**src/rtl/pclk_gate_pkg.sv**
```systemverilog
package pclk_gate_pkg;

  // Decoded strobes passed from the address decoder to the datapath
  typedef struct packed {
    logic       ctrlWr;    // write into a gating register
    logic       ctrlRd;    // read of a gating register
    logic       periphWr;  // write aimed at peripheral space
    logic       periphRd;  // read aimed at peripheral space
    logic [7:0] regIdx;    // gating register offset
    logic [7:0] periphIdx; // peripheral index
  } gateStrb_t;

endpackage

```
**src/rtl/pclk_gate_ctrl.sv**
```systemverilog
module pclk_gate_ctrl
  import pclk_gate_pkg::*;
#(
  parameter int ADDR_W     = 8,
  parameter int NUM_PERIPH = 16,
  parameter int DATA_W     = 8
) (
  input  logic [ADDR_W-1:0] busAddr,
  input  logic              busWrEn,
  input  logic              busRdEn,
  output gateStrb_t         strb
);

  localparam int IDX_W     = $clog2(NUM_PERIPH);
  localparam int NUM_REGS  = NUM_PERIPH / DATA_W;
  localparam int REG_SEL_W = (NUM_REGS > 1) ? $clog2(NUM_REGS) : 1;

  logic             ctrlSpace;
  logic [IDX_W-1:0] idx;
  logic [REG_SEL_W-1:0] regSel;

  assign ctrlSpace = busAddr[ADDR_W-1];
  assign idx       = busAddr[ADDR_W-2 -: IDX_W];
  assign regSel    = busAddr[REG_SEL_W-1:0];

  always_comb begin
    strb           = '0;
    strb.ctrlWr    = busWrEn & ctrlSpace;
    strb.ctrlRd    = busRdEn & ctrlSpace;
    strb.periphWr  = busWrEn & ~ctrlSpace;
    strb.periphRd  = busRdEn & ~ctrlSpace;
    strb.regIdx    = 8'(regSel);
    strb.periphIdx = 8'(idx);
  end

endmodule

```
**src/rtl/pclk_gate_dp.sv**
```systemverilog
module pclk_gate_dp
  import pclk_gate_pkg::*;
#(
  parameter int NUM_PERIPH = 16,
  parameter int DATA_W     = 8
) (
  input  logic                         clk,
  input  logic                         rstN,
  input  gateStrb_t                    strb,
  input  logic [DATA_W-1:0]            busWrData,
  input  logic [NUM_PERIPH*DATA_W-1:0] periphRdData,
  output logic [DATA_W-1:0]            busRdData,
  output logic [NUM_PERIPH-1:0]        periphSel,
  output logic [NUM_PERIPH-1:0]        periphWrEn,
  output logic [NUM_PERIPH-1:0]        periphClkEn
);

  localparam int IDX_W     = $clog2(NUM_PERIPH);
  localparam int NUM_REGS  = NUM_PERIPH / DATA_W;
  localparam int REG_SEL_W = (NUM_REGS > 1) ? $clog2(NUM_REGS) : 1;

  logic [NUM_REGS-1:0][DATA_W-1:0] gateRegs;
  logic [IDX_W-1:0]                pIdx;
  logic [REG_SEL_W-1:0]            rIdx;

  assign pIdx = strb.periphIdx[IDX_W-1:0];
  assign rIdx = strb.regIdx[REG_SEL_W-1:0];

  // Gating registers: enables come straight from flops, so they cannot glitch
  for (genvar r = 0; r < NUM_REGS; r++) begin : gRegs
    always_ff @(posedge clk or negedge rstN) begin
      if (!rstN)
        gateRegs[r] <= '0;
      else if (strb.ctrlWr && rIdx == REG_SEL_W'(r))
        gateRegs[r] <= busWrData;
    end

    assert_other_reg_stable_R9: assert property (@(posedge clk) disable iff (!rstN)
      (strb.ctrlWr && rIdx != REG_SEL_W'(r)) |=> $stable(gateRegs[r]));
  end

  assign periphClkEn = gateRegs;

  // Select and write filtering: decoded select ANDed with the enable bit
  for (genvar p = 0; p < NUM_PERIPH; p++) begin : gSel
    logic hit;
    assign hit           = (pIdx == IDX_W'(p));
    assign periphSel[p]  = hit & (strb.periphWr | strb.periphRd) & periphClkEn[p];
    assign periphWrEn[p] = hit & strb.periphWr & periphClkEn[p];
  end

  // Read return path
  always_comb begin
    busRdData = '0;
    if (strb.ctrlRd)
      busRdData = gateRegs[rIdx];
    else if (strb.periphRd && periphClkEn[pIdx])
      busRdData = periphRdData[int'(pIdx)*DATA_W +: DATA_W];
  end

  assert_reset_clear_R1: assert property (@(posedge clk)
    !rstN |=> periphClkEn == '0);

  assert_write_effect_R2: assert property (@(posedge clk) disable iff (!rstN)
    strb.ctrlWr |=> gateRegs[$past(rIdx)] == $past(busWrData));

  assert_wr_only_enabled_R5: assert property (@(posedge clk) disable iff (!rstN)
    (periphWrEn & ~periphClkEn) == '0);

  assert_sel_onehot_R7: assert property (@(posedge clk) disable iff (!rstN)
    $onehot0(periphSel));

  assert_rd_disabled_zero_R6: assert property (@(posedge clk) disable iff (!rstN)
    (strb.periphRd && !periphClkEn[pIdx]) |-> busRdData == '0);

endmodule

```
**src/rtl/pclk_gate_top.sv**
```systemverilog
module pclk_gate_top
  import pclk_gate_pkg::*;
#(
  parameter int ADDR_W     = 8,
  parameter int NUM_PERIPH = 16,
  parameter int DATA_W     = 8
) (
  input  logic                         clk,
  input  logic                         rstN,
  input  logic [ADDR_W-1:0]            busAddr,
  input  logic [DATA_W-1:0]            busWrData,
  input  logic                         busWrEn,
  input  logic                         busRdEn,
  output logic [DATA_W-1:0]            busRdData,
  input  logic [NUM_PERIPH*DATA_W-1:0] periphRdData,
  output logic [NUM_PERIPH-1:0]        periphSel,
  output logic [NUM_PERIPH-1:0]        periphWrEn,
  output logic [NUM_PERIPH-1:0]        periphClkEn
);

  gateStrb_t strb;

  pclk_gate_ctrl #(
    .ADDR_W(ADDR_W), .NUM_PERIPH(NUM_PERIPH), .DATA_W(DATA_W)
  ) uCtrl (
    .busAddr(busAddr), .busWrEn(busWrEn), .busRdEn(busRdEn), .strb(strb)
  );

  pclk_gate_dp #(
    .NUM_PERIPH(NUM_PERIPH), .DATA_W(DATA_W)
  ) uDp (
    .clk(clk), .rstN(rstN), .strb(strb), .busWrData(busWrData),
    .periphRdData(periphRdData), .busRdData(busRdData),
    .periphSel(periphSel), .periphWrEn(periphWrEn), .periphClkEn(periphClkEn)
  );

endmodule

```
**config.mk**
```make
export PLATFORM = sky130hd
export DESIGN_NAME = pclk_gate_top
export DESIGN_NICKNAME = d
export VERILOG_FILES = /design/src/rtl/pclk_gate_pkg.sv /design/src/rtl/pclk_gate_ctrl.sv /design/src/rtl/pclk_gate_dp.sv /design/src/rtl/pclk_gate_top.sv
export SDC_FILE = /design/constraint.sdc
export NUM_CORES = 1
export LEC_CHECK = 0
export BUFFER_PORTS_ARGS = -buffer_cell sky130_fd_sc_hd__buf_2
export CORE_MARGIN = 3
export CORE_UTILIZATION = 38
export DETAILED_ROUTE_END_ITERATION = 16
export PLACE_DENSITY = 0.94
export SYNTH_ARGS = -nofsm -noshare
export SYNTH_HDL_FRONTEND = slang
export SYNTH_SLANG_ARGS = --single-unit
export TNS_END_PERCENT = 10
```
**constraint.sdc**
```tcl
create_clock -name clk -period 2 [get_ports clk]
set_clock_uncertainty 0.15 [all_clocks]
set_input_delay 0.2 -clock clk [delete_from_list [all_inputs] [get_ports clk]]
set_output_delay 0.2 -clock clk [all_outputs]
set_load 0.05 [all_outputs]
```
==> key figures, run 1 <==
Run status
  – Status: finished, violations left
  – Failing checks: negative setup slack

Power
  – Comb pwr share: 64.3%
  – Sequential share of power: 22.4%
  – Psw: 0.878 mW
  – Worst VDD drop: 367 µV
  – Int Pwr: between 1 and 1.5 mW
  – Pwr per Cell Area: ~530 nW/µm²
  – Leak Pwr: 1.96 nW
  – Total Power: 1.95 mW
  – Switch share: 45.1%
  – Clk pwr share: 13.4%

Floorplan
  – Die area: 6600 µm²
  – Number of I/O pins: 204
  – Die X: 81.2 µm
  – Starting Density: 40.6%
  – Core area: about 5300 µm²
  – Row cnt: 26
  – Die Y: 81.2 µm

Synthesis
  – Post-synth cell types: 24
  – FF+latch count, synth: 16
  – Post-Syn Area: about 2200 µm²
  – Syn_area_per_cell: between 10 and 15 µm²
  – Part of the Yosys area used for sequential elements: a little under a fifth
  – Gate count after technology mapping: 188
  – Synth Net Count: 336
  – Yosys warns: 0

Cells and area
  – Filler cell count: 421
  – Area added between synthesis and finish: 70.5%
  – Net count, final: roughly 570
  – Register area: 414 µm²
  – Finished Cell Area: approximately 3700 µm²
  – N_diodes: 0
  – Final instance count without filler cells: ~490
  – Max FFs per register: 16
  – Layout cell share with drive strength beyond 1: 75.7%
  – Commonest non-fill, non-tap cells in the layout: 193 x buf_2, 34 x mux4_2, 34 x buf_4
  – Most common cell after layout, fill and taps aside: buf_2
  – Area of the multi-input gates: 1730 µm²

Placed design
  – Dpl cells: 481
  – Placer's final routability congestion estimate: between 0.9 and 1
  – IO buf count: 201
  – Placed cell areas: 3540 µm²
  – Dpl ws: -222 ps
  – Post-DP HPWL: ~8300 µm

Clock network
  – Num CTS Buffers: 3
  – Clock tree sinks: 16
  – H-Tree Depth: 1
  – CTS tree: yes
  – Root Buffer Master: clkbuf_8
  – Clk Latency, worst-skew pair: roughly 250 ps
  – Worst-path clk slew: about 70 ps
  – CTS Buffer Depth: 2

GRT
  – GR peak layer: met2
  – Initial antenna violation count: 0
  – First-pass GRT wire length: roughly 14,000 µm
  – Gr usage total: 29.1%
  – Total gr overflow: 0
  – Met3 usage: 8.20%
  – GR Util met1: 35.5%
  – Met2 usage: 49.3%
  – Vias in the first global route: 2,818
  – Largest net degree at the start of global routing: 30

Drt
  – Avg Vias per Cell: 5.82
  – Total Wirelength: 10,000 µm
  – Routed length per instance: between 20 and 25 µm
  – Total vias in the final route: 2,829
  – DR iter-0 viols: 230
  – Remaining DRCs: 0
  – Number of detailed-route iterations in the first pass: 4
  – Post-route ant nets: 0

STA
  – Fin crit period: 2320 ps
  – Final period util: 116%
  – Max Freq: 430 MHz
  – RSZ-0062 raised after global routing: true
  – Setup violators final: 8
  – Worst rel slew slack: between 60% and 70%
  – Hold Violations, Final: 0
  – Final worst slack: -324 ps
  – Slew Viols, Final: 0
  – Worst slew pin tran: 564 ps

Critical path
  – Crit Path Class: flop to output pin
  – WP data required: between 1500 and 2000 ps
  – Startpoint types: flop
  – Crit Path Max Fanout: 8
  – Crit path arrival time: 1970 ps
  – Worst setup EP type: output pin
  – R2r setup slk: roughly 900 ps

Hold path
  – Worst Hold Class: primary input to flop

Job
  – Max cap viols: 0
## routing by layer
| metal | part of all wire [%] | vias to the layer above |
|---|---|---|
| met5 | 0 | - |
| met4 | 2.8 | 0 |
| met3 | 9.2 | 26 |
| met2 | 52 | 178 |
| met1 | 36 | 1389 |
| li1 | - | 1236 |
## cell usage after synthesis
library cell | count | share of area, %
o31ai_2 | 1 | 0.58
a2111oi_0 | 1 | 0.41
buf_4 | 3 | 1.0
nor3_1 | 2 | 0.47
nor2b_1 | 4 | 1.2
clkbuf_1 | 4 | 0.70
inv_1 | 2 | 0.35
nand3b_1 | 1 | 0.35
mux2_2 | 17 | 8.9
o21bai_1 | 1 | 0.35
nand3_1 | 1 | 0.23
mux2i_1 | 10 | 4.7
and3_1 | 32 | 9.3
mux4_2 | 34 | 36
dfrtp_1 | 16 | 19
o311ai_0 | 1 | 0.41
buf_2 | 5 | 1.2
nand2b_1 | 3 | 0.87
buf_6 | 3 | 1.6
o2111ai_1 | 1 | 0.41
a22oi_1 | 17 | 5.9
o2bb2ai_1 | 8 | 3.3
nor2_1 | 11 | 1.9
nand2_1 | 10 | 1.7
## per-stage QoR
| stage | setup TNS [ps] | hold slack (ps) | utilization, % |
|---|---|---|---|
| final | -2460 | 36.6 | 69.2 |
| after global routing | -2970 | 38.9 | 69.2 |
| after CTS | -2440 | 35.1 | 69.1 |
| after detailed placement | -1680 | -13.5 | 66.8 |
| after global placement | -1220 | -30.9 | 66.8 |
| after floorplan | -723 | -246 | - |
## critical path: stages, from the launching register on
cell and delay (ps):
dfrtp_2 420, mux4_2 480, o2111ai_4 230, o31ai_4 110
buf_12 160, o2bb2ai_2 130, buf_6 180
## path summary, 6_finish.rpt
check | startpoint | cells after the start | end
setup / recovery | uDp.periphClkEn[9] | 6 | busRdData[7]
hold / removal | busWrData[7] | 2 | uDp.periphClkEn[15]
setup reg to reg | uDp.periphClkEn[13] | 2 | uDp.periphClkEn[13]
hold reg to reg | uDp.periphClkEn[0] | 2 | uDp.periphClkEn[0]
max in group asynchronous | rstN | 2 | uDp.periphClkEn[4]
min in group asynchronous | rstN | 2 | uDp.periphClkEn[1]
## power groups by stage
stage | registers [mW] | logic (mW) | clock network [mW]
3_3_place_gp | 0.432 | 1.17 | 0
6_report | 0.436 | 1.25 | 0.260
4_1_cts | 0.431 | 1.24 | 0.263
2_1_floorplan | 0.683 | 0.477 | 0
3_5_place_dp | 0.437 | 1.20 | 0
5_1_grt | 0.440 | 1.32 | 0.275
## cells by family after synthesis
logic type | synth area share (%)
AO/OA/AOI/OAI | 11.3
multiplexers | 49.2
AND/OR/NAND/NOR | 16.1
buffers and inverters | 4.83
flip-flops | 18.6
## cell type report
type	instances	area share, %
Multi-Input combinational cell	155	47.2
Timing Repair Buffer	239	37.7
Sequential cell	16	11.3
Tap cell	70	2.39
Clock buffer	4	1.23
Inverter	2	0.205
## what timing repair did
| action | CTS | global route |
|---|---|---|
| pin swaps | 0 | 0 |
| resized for setup | 18 | 1 |
| setup endpoints to repair | 8 | 8 |
| hold buffers | 1 | 0 |
| hold endpoints to repair | 16 | 0 |
| setup buffers | 0 | 0 |
No activity file was read; power rests on OpenSTA's default activity.
==> run 2: changes to the inputs <==
Settings changed: CELL_PAD_IN_SITES_DETAIL_PLACEMENT set to 0, CELL_PAD_IN_SITES_GLOBAL_PLACEMENT set to 1, CORE_UTILIZATION 38 to 26.
==> run 2 against run 1 <==
The run still ends with negative setup slack left. Flip-flop and latch count unchanged. Combinational power about the same. First-iteration DRC count fell by 31%. Worst hold slack gained 5.9 ps. Worst setup slack better by 2.1 ps. Sequential power fell by 1%. Utilization is 21 points lower. Largest power group unchanged.
==> key figures, run 2 (synthesis gave the netlist of run 1 again) <==
Run status
  – Status: finished, violations left
  – Failing checks: negative setup slack

Floorplan
  – Number of I/O pins: roughly 200
  – Die Y: 97.0 µm
  – Row cnt: 32
  – Starting Density: 27.3%
  – Core area: 7890 µm²
  – Die area: about 9400 µm²
  – Die X: 97.0 µm

Critical path
  – Cell Chain, Critical Path: mux4_2 > o2111ai_2 > o31ai_4 > buf_12 > o2bb2ai_2 > buf_6
  – Crit Path Max Fanout: 8
  – Worst setup EP type: output pin
  – Crit path arrival time: 1970 ps
  – Max incr delay on CP: approximately 490 ps
  – Slowest-stage cell, CP: mux4_2
  – WP data required: 1650 ps
  – Crit Path Class: flop to output pin
  – Startpoint types: flop

GRT
  – Vias in the first global route: roughly 3,000
  – First-pass GRT wire length: 16,300 µm
  – Total gr overflow: 0
  – Met2 usage: 38.3%
  – Initial antenna violation count: 0
  – Gr usage total: between 20% and 30%
  – GR peak layer: met2
  – Met3 usage: about 3.7%
  – Largest net degree at the start of global routing: 22
  – GR Util met1: 27.8%

Clock network
  – Num CTS Buffers: 3
  – CTS tree: yes
  – Root Buffer Master: clkbuf_8
  – Worst-path clk slew: roughly 70 ps
  – CTS Buffer Depth: 2
  – Clock tree sinks: 16
  – Clk Latency, worst-skew pair: 250 ps
  – H-Tree Depth: 1

STA
  – Worst slew pin tran: approximately 550 ps
  – Final period util: 116%
  – Worst rel slew slack: 63.5%
  – Max Freq: 431 MHz
  – Slew Viols, Final: 0
  – Final worst slack: -322 ps
  – Hold Slack: 42.5 ps
  – Hold Violations, Final: 0
  – RSZ-0062 raised after global routing: true
  – Setup violators final: 8
  – Fin crit period: approximately 2300 ps

Drt
  – Number of detailed-route iterations in the first pass: 4
  – Remaining DRCs: 0
  – Total vias in the final route: roughly 2,800
  – Post-route ant nets: 0
  – Total Wirelength: between 10,000 and 15,000 µm
  – Routed length per instance: around 20 µm
  – Avg Vias per Cell: 5.29
  – DR iter-0 viols: 159

Cells and area
  – Layout cell share with drive strength beyond 1: 76.2%
  – Most common cell after layout, fill and taps aside: buf_2
  – N_diodes: 0
  – Commonest non-fill, non-tap cells in the layout: 193 x buf_2, 43 x buf_4, 34 x mux4_2
  – Area added between synthesis and finish: 77.7%
  – Max FFs per register: 16
  – Net count, final: 577
  – Final instance count without filler cells: 530

Placed design
  – Placer's final routability congestion estimate: 0.977
  – IO buf count: 201
  – Post-DP HPWL: 9150 µm
  – Dpl cells: ~530

Power
  – Pwr per Cell Area: 513 nW/µm²
  – Worst VDD drop: 284 µV
  – Leak Pwr: 2.03 nW

Hold path
  – Worst Hold Class: primary input to flop

Job
  – Max cap viols: 0
## run 2: cell count changes in the layout (fill, tap and decap cells not counted), sizes merged
cell	delta
buf	+12
## run 2: final cells by class
cell class	count	area [µm²]
inverters	2	7.51
well taps	102	128
flip-flops and latches	16	414
multi-input cells	155	1720
clock buffers	4	45.0
repair buffers	251	1510
fillers	749	4070
## run 2: critical path: cells and delay by family, from the launching register on
family	cells	cell delay, ps
buffers and inverters	2	330
DFF	1	420
AOI/OAI and AO/OA	3	470
muxes	1	490
## run 2: what timing repair did
| item | in CTS | in global routing |
|---|---|---|
| hold buffers | 1 | 0 |
| setup endpoints to repair | 8 | 8 |
| resized for setup | 17 | 0 |
| setup buffers | 0 | 0 |
| endpoints found under the hold margin | 16 | 0 |
## run 2: final timing paths
path                            slack [ps]                   to  cells after the start                 from
worst max-delay path                  -320         busRdData[1]                      6  uDp.periphClkEn[11]
max in group asynchronous             1150   uDp.periphClkEn[7]                      2                 rstN
worst max register to register         900  uDp.periphClkEn[11]                      2  uDp.periphClkEn[11]
worst min register to register         480   uDp.periphClkEn[7]                      2   uDp.periphClkEn[7]
worst min-delay path                    40   uDp.periphClkEn[3]                      2         busWrData[3]
min in group asynchronous              250   uDp.periphClkEn[0]                      2                 rstN
## run 2: metal layers
layer  wire (µm)  vias up
met5           0        -
met4         242        0
met3         631       18
met2        5490      141
met1        4340     1388
li1            -     1258
## run 2: stage by stage
step           TNS (ps)  power [mW]  setup slack [ps]  instance area [µm²]  util, %
2_1_floorplan      -723        1.16             -91.2                 2230        -
3_3_place_gp      -1600        1.66              -227                 3710     47.0
3_5_place_dp      -1730        1.68              -247                 3710     47.0
4_1_cts           -2500        1.97              -318                 3820     48.4
5_1_grt           -3010        2.06              -380                 3820     48.4
6_report          -2510        1.96              -322                 3820     48.4
## run 2: power breakdown
| part | switching, mW | internal [mW] | leakage (nW) |
|---|---|---|---|
| Combinational | 0.717 | 0.556 | 1.83 |
| Sequential | 0.0379 | 0.393 | 0.178 |
| Clock | 0.116 | 0.141 | 0.0228 |
==> run 3: changes to the inputs <==
Clock period 2 ns to 2.3 ns, I/O delays scaled along.
==> run 3 against run 2 <==
The run still ends with negative setup slack left. Via count is 1.5% lower. Worst setup slack better by 320 ps. Wire length is 0.45% lower. Worst hold slack gained 34 ps. Clock power fell by 19%. Critical path type unchanged.
==> key figures, run 3 (synthesis gave the netlist of run 1 again) <==
Run status
  – Status: finished, violations left
  – Failing checks: negative setup slack

Floorplan
  – Die Y: 97.0 µm
  – Number of I/O pins: ~200
  – Starting Density: 27.3%
  – Row cnt: 32
  – Die X: 97.0 µm
  – Die area: 9400 µm²
  – Core area: 7890 µm²

STA
  – Slew Viols, Final: 0
  – Worst slew pin tran: roughly 600 ps
  – Setup violators final: 1
  – Hold Slack: 76.3 ps
  – Fin crit period: 2300 ps
  – Final period util: 100%
  – Max Freq: 434 MHz
  – RSZ-0062 raised after global routing: true
  – Worst rel slew slack: between 60% and 70%
  – Hold Violations, Final: 0
  – Final worst slack: -1.61 ps

Drt
  – Avg Vias per Cell: around 5.4
  – Number of detailed-route iterations in the first pass: 4
  – Total Wirelength: approximately 11,000 µm
  – Routed length per instance: 20.9 µm
  – Post-route ant nets: 0
  – Total vias in the final route: 2,764
  – DR iter-0 viols: 110
  – Remaining DRCs: 0

Hold path
  – Worst Hold Class: primary input to flop

Placed design
  – IO buf count: 201
  – Post-DP HPWL: 8860 µm
  – Placer's final routability congestion estimate: just under 1
  – Dpl cells: 503
  – Placed cell areas: 3440 µm²

Clock network
  – Root Buffer Master: clkbuf_8
  – Num CTS Buffers: 3
  – Worst-path clk slew: 60 ps
  – H-Tree Depth: 1
  – CTS tree: yes
  – Clock tree sinks: 16
  – Clk Latency, worst-skew pair: 240 ps
  – CTS Buffer Depth: 2

Cells and area
  – N_diodes: 0
  – Max FFs per register: 16
  – Net count, final: 558
  – Finished Cell Area: 3670 µm²
  – Final instance count without filler cells: 510
  – Commonest non-fill, non-tap cells in the layout: 192 x buf_2, 34 x mux4_2, 32 x and3_1
  – Layout cell share with drive strength beyond 1: 73.0%
  – Filler cell count: ~740
  – Most common cell after layout, fill and taps aside: buf_2
  – Area added between synthesis and finish: 70.7%

GRT
  – Gr usage total: 21.3%
  – Largest net degree at the start of global routing: 33
  – Total gr overflow: 0
  – Vias in the first global route: about 2,900
  – First-pass GRT wire length: 15,900 µm
  – Initial antenna violation count: 0

Critical path
  – Crit Path Class: flop to output pin
  – Crit path arrival time: 1920 ps
  – WP data required: 1920 ps
  – Worst setup EP type: output pin
  – Startpoint types: flop
  – Crit Path Max Fanout: 8

Job
  – Max cap viols: 0

Power
  – Total Power: 1.65 mW
  – Leak Pwr: about 2 nW
  – Worst VDD drop: 238 µV
  – Pwr per Cell Area: around 450 nW/µm²
-- run 3: cell types whose count changed in the layout (fill, tap and decap cells not counted), moves of 2 or more --
cell and change:
buf_4 -17, dfrtp_1 +11, dfrtp_2 -11, a22oi_1 -2, a22oi_2 +2, buf_12 -2
o2bb2ai_1 +2, o2bb2ai_2 -2
-- run 3: final cells by class --
| type | count | area (µm²) | area share, % |
|---|---|---|---|
| inverters | 2 | 7.51 | 0.204 |
| well taps | 102 | 128 | 3.48 |
| multi-input cells | 155 | 1740 | 47.3 |
| clock buffers | 3 | 41.3 | 1.12 |
| repair buffers | 232 | 1360 | 37.0 |
| flip-flops and latches | 16 | 400 | 10.9 |
-- run 3: power by group --
group	internal [mW]	switching (mW)
Sequential	0.335	0.0529
Combinational	0.447	0.608
Clock	0.116	0.0918
Total	0.898	0.752
-- run 3: worst paths after layout --
kind	startpoint	end	slack, ps	depth (start not counted)
worst max-delay path	uDp.periphClkEn[11]	busRdData[5]	-2	5
worst min-delay path	busWrData[7]	uDp.periphClkEn[7]	80	2
worst max register to register	uDp.periphClkEn[11]	uDp.periphClkEn[11]	1120	3
worst min register to register	uDp.periphClkEn[0]	uDp.periphClkEn[0]	470	1
max in group asynchronous	rstN	uDp.periphClkEn[8]	1440	2
min in group asynchronous	rstN	uDp.periphClkEn[3]	280	2
-- run 3: routing by layer --
layer  track usage, %  vias to the layer above  wire (µm)
met3             5.12                       22        758
met2             38.3                      129       5470
met1             25.8                     1394       4210
met4             4.21                        0        217
met5                0                        -          0
li1                 -                     1219          -
-- run 3: per-stage QoR --
stage | setup TNS [ps] | setup WS, ps | util (%)
global placement | 0 | 26.5 | 43.6
detailed placement | 0 | 5.82 | 43.6
finish | -1.61 | -1.61 | 46.5
global route | -130 | -42.5 | 46.5
floorplan | -390 | -49.6 | -
CTS | -2.00 | -2.00 | 44.7
-- run 3: what timing repair did --
action                                  4_1_cts  5_1_grt
setup buffers                                 2        1
endpoints found under the setup margin        8        8
pin swaps                                     1        8
endpoints found under the hold margin        16        0
gates cloned                                  0        1
gates resized for setup                       8       30
hold buffers                                  1        0
-- run 3: critical path, cell delays in order (launching register included) --
cell	delay, ps
dfrtp_1	380
mux4_2	500
o2111ai_4	220
o31ai_4	190
o2bb2ai_1	170
buf_4	200
